`src/rtl/intc_pkg.sv`:
```
package intc_pkg;

    localparam int REG_W    = 16;
    localparam int BUS_W    = 32;
    localparam int ADDR_W   = 12;
    localparam int DMA_BIT  = 3;
    localparam logic [ADDR_W-1:0] STAT_OFF = 12'h070;
    localparam logic [ADDR_W-1:0] MASK_OFF = 12'h074;
    localparam int WADDR_W  = ADDR_W - 2;

    typedef enum logic [1:0] {
        SEL_NONE = 2'd0,
        SEL_STAT = 2'd1,
        SEL_MASK = 2'd2
    } reg_sel_e;

    typedef struct packed {
        logic             stat_we;
        logic             mask_we;
        logic [REG_W-1:0] val;
    } wr_cmd_t;

    function automatic reg_sel_e decode_sel(input logic [WADDR_W-1:0] waddr);
        reg_sel_e s;
        if (waddr == STAT_OFF[ADDR_W-1:2])
            s = SEL_STAT;
        else if (waddr == MASK_OFF[ADDR_W-1:2])
            s = SEL_MASK;
        else
            s = SEL_NONE;
        return s;
    endfunction

    function automatic logic [BUS_W-1:0] zext_reg(input logic [REG_W-1:0] v);
        return {{(BUS_W-REG_W){1'b0}}, v};
    endfunction

endpackage

```
`src/rtl/intc_bus_decode.sv`:
```
module intc_bus_decode
    import intc_pkg::*;
#(
    parameter int AW = ADDR_W,
    parameter int DW = BUS_W,
    parameter int RW = REG_W
) (
    input  logic          bus_wr,
    input  logic          bus_rd,
    input  logic [AW-1:0] bus_addr,
    input  logic [DW-1:0] bus_wdata,
    output wr_cmd_t       wr_cmd,
    output reg_sel_e      rd_sel
);
    localparam int HI_W = DW - RW;

    reg_sel_e  addr_sel;
    logic      unused_bits;

    assign addr_sel    = decode_sel(bus_addr[AW-1:2]);
    assign unused_bits = ^{bus_wdata[DW-1:RW], bus_addr[1:0], HI_W[0]};

    always_comb begin
        wr_cmd.stat_we = bus_wr && (addr_sel == SEL_STAT);
        wr_cmd.mask_we = bus_wr && (addr_sel == SEL_MASK);
        wr_cmd.val     = bus_wdata[RW-1:0];
        rd_sel         = bus_rd ? addr_sel : SEL_NONE;
    end
endmodule

```
`src/rtl/intc_status_reg.sv`:
```
module intc_status_reg
    import intc_pkg::*;
#(
    parameter int W      = REG_W,
    parameter int DMA_IX = DMA_BIT
) (
    input  logic         clk,
    input  logic         rst,
    input  logic         ack_we,
    input  logic [W-1:0] ack_val,
    input  logic [W-1:0] src_set,
    input  logic         dma_pulse,
    output logic [W-1:0] stat_q
);
    logic [W-1:0] set_vec;

    for (genvar i = 0; i < W; i++) begin : g_bit
        if (i == DMA_IX) begin : g_dma
            assign set_vec[i] = src_set[i] | dma_pulse;
        end else begin : g_src
            assign set_vec[i] = src_set[i];
        end

        logic keep;
        assign keep = !ack_we || ack_val[i];

        always_ff @(posedge clk) begin
            if (rst)
                stat_q[i] <= 1'b0;
            else
                stat_q[i] <= (stat_q[i] && keep) || set_vec[i];
        end
    end
endmodule

```
`src/rtl/intc_mask_reg.sv`:
```
module intc_mask_reg
    import intc_pkg::*;
#(
    parameter int W = REG_W
) (
    input  logic         clk,
    input  logic         rst,
    input  logic         we,
    input  logic [W-1:0] val,
    input  logic [W-1:0] stat_q,
    output logic [W-1:0] mask_q,
    output logic         evt_q
);
    logic exposes;
    assign exposes = |(stat_q & val);

    always_ff @(posedge clk) begin
        if (rst) begin
            mask_q <= '0;
            evt_q  <= 1'b0;
        end else begin
            if (we)
                mask_q <= val;
            evt_q <= we && exposes;
        end
    end
endmodule

```
`src/rtl/intc_read_mux.sv`:
```
module intc_read_mux
    import intc_pkg::*;
#(
    parameter int W  = REG_W,
    parameter int DW = BUS_W
) (
    input  logic          clk,
    input  logic          rst,
    input  logic          rd,
    input  reg_sel_e      sel,
    input  logic [W-1:0]  stat_q,
    input  logic [W-1:0]  mask_q,
    output logic [DW-1:0] rdata_q
);
    logic [W-1:0] pick;

    always_comb begin
        unique case (sel)
            SEL_STAT: pick = stat_q;
            SEL_MASK: pick = mask_q;
            default:  pick = '0;
        endcase
    end

    always_ff @(posedge clk) begin
        if (rst)
            rdata_q <= '0;
        else if (rd)
            rdata_q <= zext_reg(pick);
    end
endmodule

```
`src/rtl/intc_top.sv`:
```
module intc_top
    import intc_pkg::*;
(
    input  logic              clk,
    input  logic              rst,
    input  logic              bus_wr,
    input  logic              bus_rd,
    input  logic [ADDR_W-1:0] bus_addr,
    input  logic [BUS_W-1:0]  bus_wdata,
    output logic [BUS_W-1:0]  bus_rdata,
    input  logic [REG_W-1:0]  src_set,
    input  logic              dma_irq_pulse,
    output logic              irq_pending,
    output logic              unmask_evt
);
    wr_cmd_t          wr_cmd;
    reg_sel_e         rd_sel;
    logic [REG_W-1:0] stat_q;
    logic [REG_W-1:0] mask_q;

    intc_bus_decode u_dec (
        .bus_wr    (bus_wr),
        .bus_rd    (bus_rd),
        .bus_addr  (bus_addr),
        .bus_wdata (bus_wdata),
        .wr_cmd    (wr_cmd),
        .rd_sel    (rd_sel)
    );

    intc_status_reg u_stat (
        .clk       (clk),
        .rst       (rst),
        .ack_we    (wr_cmd.stat_we),
        .ack_val   (wr_cmd.val),
        .src_set   (src_set),
        .dma_pulse (dma_irq_pulse),
        .stat_q    (stat_q)
    );

    intc_mask_reg u_mask (
        .clk    (clk),
        .rst    (rst),
        .we     (wr_cmd.mask_we),
        .val    (wr_cmd.val),
        .stat_q (stat_q),
        .mask_q (mask_q),
        .evt_q  (unmask_evt)
    );

    intc_read_mux u_rd (
        .clk     (clk),
        .rst     (rst),
        .rd      (bus_rd),
        .sel     (rd_sel),
        .stat_q  (stat_q),
        .mask_q  (mask_q),
        .rdata_q (bus_rdata)
    );

    assign irq_pending = |(stat_q & mask_q);
endmodule

```
`config.mk`:
```
export PLATFORM = sky130hd
export DESIGN_NAME = intc_top
export DESIGN_NICKNAME = d
export VERILOG_FILES = /design/src/rtl/intc_pkg.sv /design/src/rtl/intc_bus_decode.sv /design/src/rtl/intc_status_reg.sv /design/src/rtl/intc_mask_reg.sv /design/src/rtl/intc_read_mux.sv /design/src/rtl/intc_top.sv
export SDC_FILE = /design/constraint.sdc
export NUM_CORES = 1
export LEC_CHECK = 0
export BUFFER_PORTS_ARGS = -buffer_cell sky130_fd_sc_hd__buf_4
export CORE_MARGIN = 3
export CORE_UTILIZATION = 48
export CTS_BUF_LIST = sky130_fd_sc_hd__clkbuf_4 sky130_fd_sc_hd__clkbuf_8
export DETAILED_ROUTE_END_ITERATION = 6
export PLACE_DENSITY = 0.93
export SETUP_SLACK_MARGIN = 0.5
export SYNTH_ARGS = -nofsm -noshare
export SYNTH_HDL_FRONTEND = slang
export SYNTH_SLANG_ARGS = --single-unit
```
`constraint.sdc`:
```
create_clock -name clk -period 2 [get_ports clk]
set_input_delay 0.3 -clock clk [delete_from_list [all_inputs] [get_ports clk]]
set_output_delay 0.3 -clock clk [all_outputs]
set_load 0.05 [all_outputs]
```
* Word-level counts from Yosys, hierarchy flattened *
Index checks and enable logic that the tools add are counted.

word-level totals
  bits in registers = 49
  bits of input ports = 65
  output and inout bits = 34

operators by class
  equality and inequality tests = 6
  multiplexer cells = 4
  bitwise logic cells = 3
  reductions and logical operators = 54

operators with widths
  kind                                             number
  bitwise AND 16 bit                               2
  logical OR 1 bit                                 32
  case mux 16 bit (2 select lines)                 1
  OR reduction 16 bit                              2
  == test 10 x 5 -> 1 bit (second input constant)  2
  logical AND 1 bit                                19
  2-to-1 mux 2 bit                                 3
  == test 2 x 1 -> 1 bit (second input constant)   2
  == test 2 bit (second input constant)            2
  logical NOT 1 bit                                1
  bitwise OR 1 bit                                 1

* Depth between registers and ports, before layout *
  depth in word-level cells = 9
  gate-level depth with buffers = 7
  depth with buffers taken out = 4

* By module *
A second synthesis with hierarchy kept.

second synthesis, totals
  cell total of the unflattened synthesis = 243
  area total of the unflattened synthesis = 2600.0 um2

modules (own cells, without submodules)
  module           instances  cells an instance  area an instance (um2)
  intc_read_mux    1          78                 865.8
  intc_status_reg  1          68                 753.2
  intc_mask_reg    1          63                 698.2
  intc_bus_decode  1          25                 181.4
  intc_top         1          9                  101.3

* Worst setup path after synthesis *
No wires, ideal clock.

  kind = input -> register
  start = input bus_addr[9]
  end = register u_mask.mask_q[10]
  setup time = 132 ps
  data arrival time = 1687 ps
  setup slack = 181 ps
  stages on the path = 6
  path buffers = 2
  path through = or4b_4 or4_4 buf_6 buf_8 nand2_1 a21oi_1

between the ends
  word-level cells in the longest chain between the ends = 5

ends and longest elaborated chain
  element                  RTL line               text
  start, declared          intc_top.sv:8          input logic [ADDR_W-1:0] bus_addr,
  == test 10 x 5 -> 1 bit  intc_pkg.sv:27         else if (waddr == MASK_OFF[ADDR_W-1:2])
  2-to-1 mux 2 bit         intc_pkg.sv:27
  2-to-1 mux 2 bit *       intc_pkg.sv:25         if (waddr == STAT_OFF[ADDR_W-1:2])
  == test 2 bit *          intc_bus_decode.sv:25  wr_cmd.mask_we = bus_wr && (addr_sel == SEL_MASK);
  logical AND 1 bit *      intc_bus_decode.sv:25
  end signal, assigned     intc_mask_reg.sv:23    mask_q <= val;
  end, declared            intc_mask_reg.sv:11    output logic [W-1:0] mask_q,

Mark *: on every way between the ends. The rest lies on a longest branch, timed or not.
A chain may end at the register's enable or synchronous reset.

* Worst setup path after layout *
  start = register u_stat.stat_q[8]
  end = output irq_pending

between the ends
  word-level cells in the longest chain between the ends = 2

ends and longest elaborated chain
  element                          RTL line               text
  start, declared                  intc_status_reg.sv:13  output logic [W-1:0] stat_q
  start signal, assigned by index  intc_status_reg.sv:31  stat_q[i] <= (stat_q[i] && keep) || set_vec[i];
  bitwise AND 16 bit               intc_top.sv:60         assign irq_pending = |(stat_q & mask_q);
  OR reduction 16 bit              intc_top.sv:60
  end, declared                    intc_top.sv:13         output logic irq_pending,

No other way between the ends.

==> out/summary.txt <==
RSZ-0062 raised after global routing: yes
Post-synth top area share: 45.1%
Syn-to-layout area delta: 31.0%
Ranking of synthesized cells by area: dfxtp_1 45%, nand2_1 8.6%, mux2i_1 7.4%
Mux share of post-synthesis cell area: 7.36%
Detailed Place HPWL: 4160 µm
Largest area contributor in the netlist: dfxtp_1
Synth warnings: 0
Fin nets: 385
Die W: 73.3 µm
Slew Limit Headroom: 60.7%
Seq pwr share: 54.6%
First-pass GRT wire length: 9080 µm
Main combinational cell family by area after synthesis: compound AO/OA/AOI/OAI gates
Fmax: 575 MHz
Total congestion overflow: 0
CP Capture Type: primary output
Final-report max-slew violation count: 0
CTS tree: built
Share of cells above drive strength 1: 34.9%
CP Class: reg2out
Syn Area/Cell: 8.60 µm²
Gpl congestion: 0.864
Leak: 1.19 nW
Drt total wl: 6060 µm
Root buf cell: clkbuf_8
Pin count of the biggest net entering global routing: 36
Row cnt: 23
Port bufs: 64
DR DRC count: 0
Prevailing post-synth register cell: dfxtp_1
Layout filler cell count: 316
Worst slew pin tran: 0.589 ns
Synthesized flop and latch total: 49
Post-DP Area: 2640 µm²
Initial core utilization: 52.1%
Hold_buf cts: 0
Clock tree buffer depth: 2
Clk pwr share: 31.2%
Setup-failing EPs final: 0
Vias post-DR: 2102
CP Launch Type: flop
Cell count after synthesis: 253
CP Data Required Time: 1.70 ns
TNS Setup: 0 ns
Vias per cell: 5.67
IR drop worst, VDD: 0.346 mV
Adder-cell share of the synthesized area: 0%
Max Cap Viol: 0
Int Pwr: 1.36 mW
Yosys cell types: 25
Worst-path maximum fanout: 4
Setup Skew: 0.00823 ns
Sequential element share of the synthesized area: 45.1%
Post-route cell area: 2850 µm²
Synth Area in Simple Gates: 19.3%
Tot Pwr: 1.89 mW
Sw Ratio: 27.7%
Critical Path AT: 1.44 ns
Tcrit/Tclk final: 87.0%
ANT cells: 0
Clk_lat worst skew: 0.31 ns
Drt initial violations: 197
Total CTS buffers: 5
Worst hold slack: 0.252 ns
Die Y: 73.3 µm
P_sw: 0.523 mW
EDFF count, synth: 0
Avg WL per Cell: 16.3 µm
Minimum clock period: 1.74 ns
Cell Area, Synth: 2180 µm²
Pwr Density: 662 nW/µm²
Initial antenna violation count: 0
Combinational power share: 14.2%
Detailed Routing Iterations Pass 1: 4
Die Footprint: 5380 µm²
CORE AREA: 4170 µm²
Vias in the first global route: 1921
Aggregate global-route resource usage: 21.7%
Ports: 99
Worst min-delay path class: in2reg
Final hold violations: 0
H-tree Lvls: 2
CTS clk-pin slew, worst paths: 0.09 ns
XOR/XNOR Fraction of Synth Area: 0%
Clock Sinks: 49
Fraction of registers with async set/reset: 0%
Final ANT Viol Nets: 0
Synth Area in Compound Gates: 19.3%
Status: complete, no violations
power groups by stage:
stage / Combinational (mW) / Sequential, mW / Clock (mW)
2_1_floorplan: 0.175 / 1.04 / 0
3_3_place_gp: 0.246 / 1.05 / 0
3_5_place_dp: 0.251 / 1.05 / 0
4_1_cts: 0.256 / 1.03 / 0.586
5_1_grt: 0.286 / 1.03 / 0.618
6_report: 0.268 / 1.03 / 0.590
flip-flops by register name, summed over array words and instances, names as in the netlist:
name	cells
u_stat.stat_q	16
u_rd.rdata_q	16
u_mask.mask_q	16
u_mask.evt_q	1
area by class of cell:
cell class                 instances  area (µm²)  share of cell area (%)
clock buffer                       6        76.3                    2.68
timing repair buffer              73         559                    19.6
sequential                        49         990                    34.7
clock inverter                     2        10.0                   0.351
tap                               50        62.6                    2.19
multi-input combinational        191        1150                    40.4
worst paths after layout:
check	startpoint	end	slack [ns]	cells past startpoint
max	u_stat.stat_q[8]	irq_pending	0.26	4
min	bus_wdata[1]	u_mask.mask_q[1]	0.25	3
max reg2reg	u_stat.stat_q[12]	u_mask.evt_q	0.67	4
min reg2reg	u_rd.rdata_q[4]	u_rd.rdata_q[4]	0.45	2
cell families (layout without fill, tap and decap cells):
| logic type | Yosys count | count (layout) |
|---|---|---|
| DFF | 49 | 49 |
| muxes | 16 | 16 |
| and+or+nand+nor | 94 | 95 |
| other | 1 | 16 |
| buffers and inverters | 29 | 81 |
| AOI/OAI and AO/OA | 64 | 64 |
metrics by stage:
step / utilization [%] / setup WS [ns] / std cells
4_1_cts: 66.3 / 0.285 / 369
3_5_place_dp: 63.2 / 0.159 / 357
2_1_floorplan: - / 0.247 / 268
3_3_place_gp: 63.2 / 0.186 / 357
6_report: 68.3 / 0.260 / 371
5_1_grt: 68.3 / 0.218 / 371
synth_stat cells, types with 2 or more instances:
cell type	count
nand2_1	50
dfxtp_1	49
nor2_1	32
a211oi_1	16
a21oi_1	16
buf_4	16
mux2i_1	16
o21ai_1	16
a221oi_1	8
a22o_1	8
clkbuf_1	8
buf_2	3
nand4_1	2
nor3_1	2
layout by cell type, fill, tap and decap left out, types with 2 or more instances in the layout:
| master | instances |
|---|---|
| a21oi_2 | 7 |
| nand2_2 | 6 |
| or4_4 | 2 |
| dfxtp_1 | 42 |
| nor3_1 | 2 |
| o21ai_1 | 16 |
| a221oi_1 | 4 |
| a221oi_2 | 4 |
| conb_1 | 16 |
| dfxtp_2 | 7 |
| clkbuf_8 | 5 |
| a22o_1 | 8 |
| nor2_1 | 31 |
| mux2i_1 | 16 |
| nand2_1 | 43 |
| buf_6 | 3 |
| nand4_1 | 2 |
| buf_4 | 70 |
| a211oi_1 | 16 |
| clkinv_2 | 2 |
| a21oi_1 | 9 |
timing repair:
| action | 4_1_cts | 5_1_grt |
|---|---|---|
| buffers inserted | 3 | 2 |
| resized for setup | 5 | 23 |
| pin swaps | 1 | 13 |
| gates cloned | 1 | 0 |
| endpoints found under the setup margin | 17 | 18 |
layer usage:
layer	wire (µm)	track usage (%)
met5	0	0
met3	502	3.15
met4	127	7.85
met2	3020	36.6
met1	2410	28.2
critical path, cell delays in order (launching register included):
cell and delay [ns]:
dfxtp_1 0.35, a22o_1 0.23, a221oi_2 0.19, nand4_1 0.17, buf_6 0.19
Note: power is estimated with default switching activity, not from simulation.
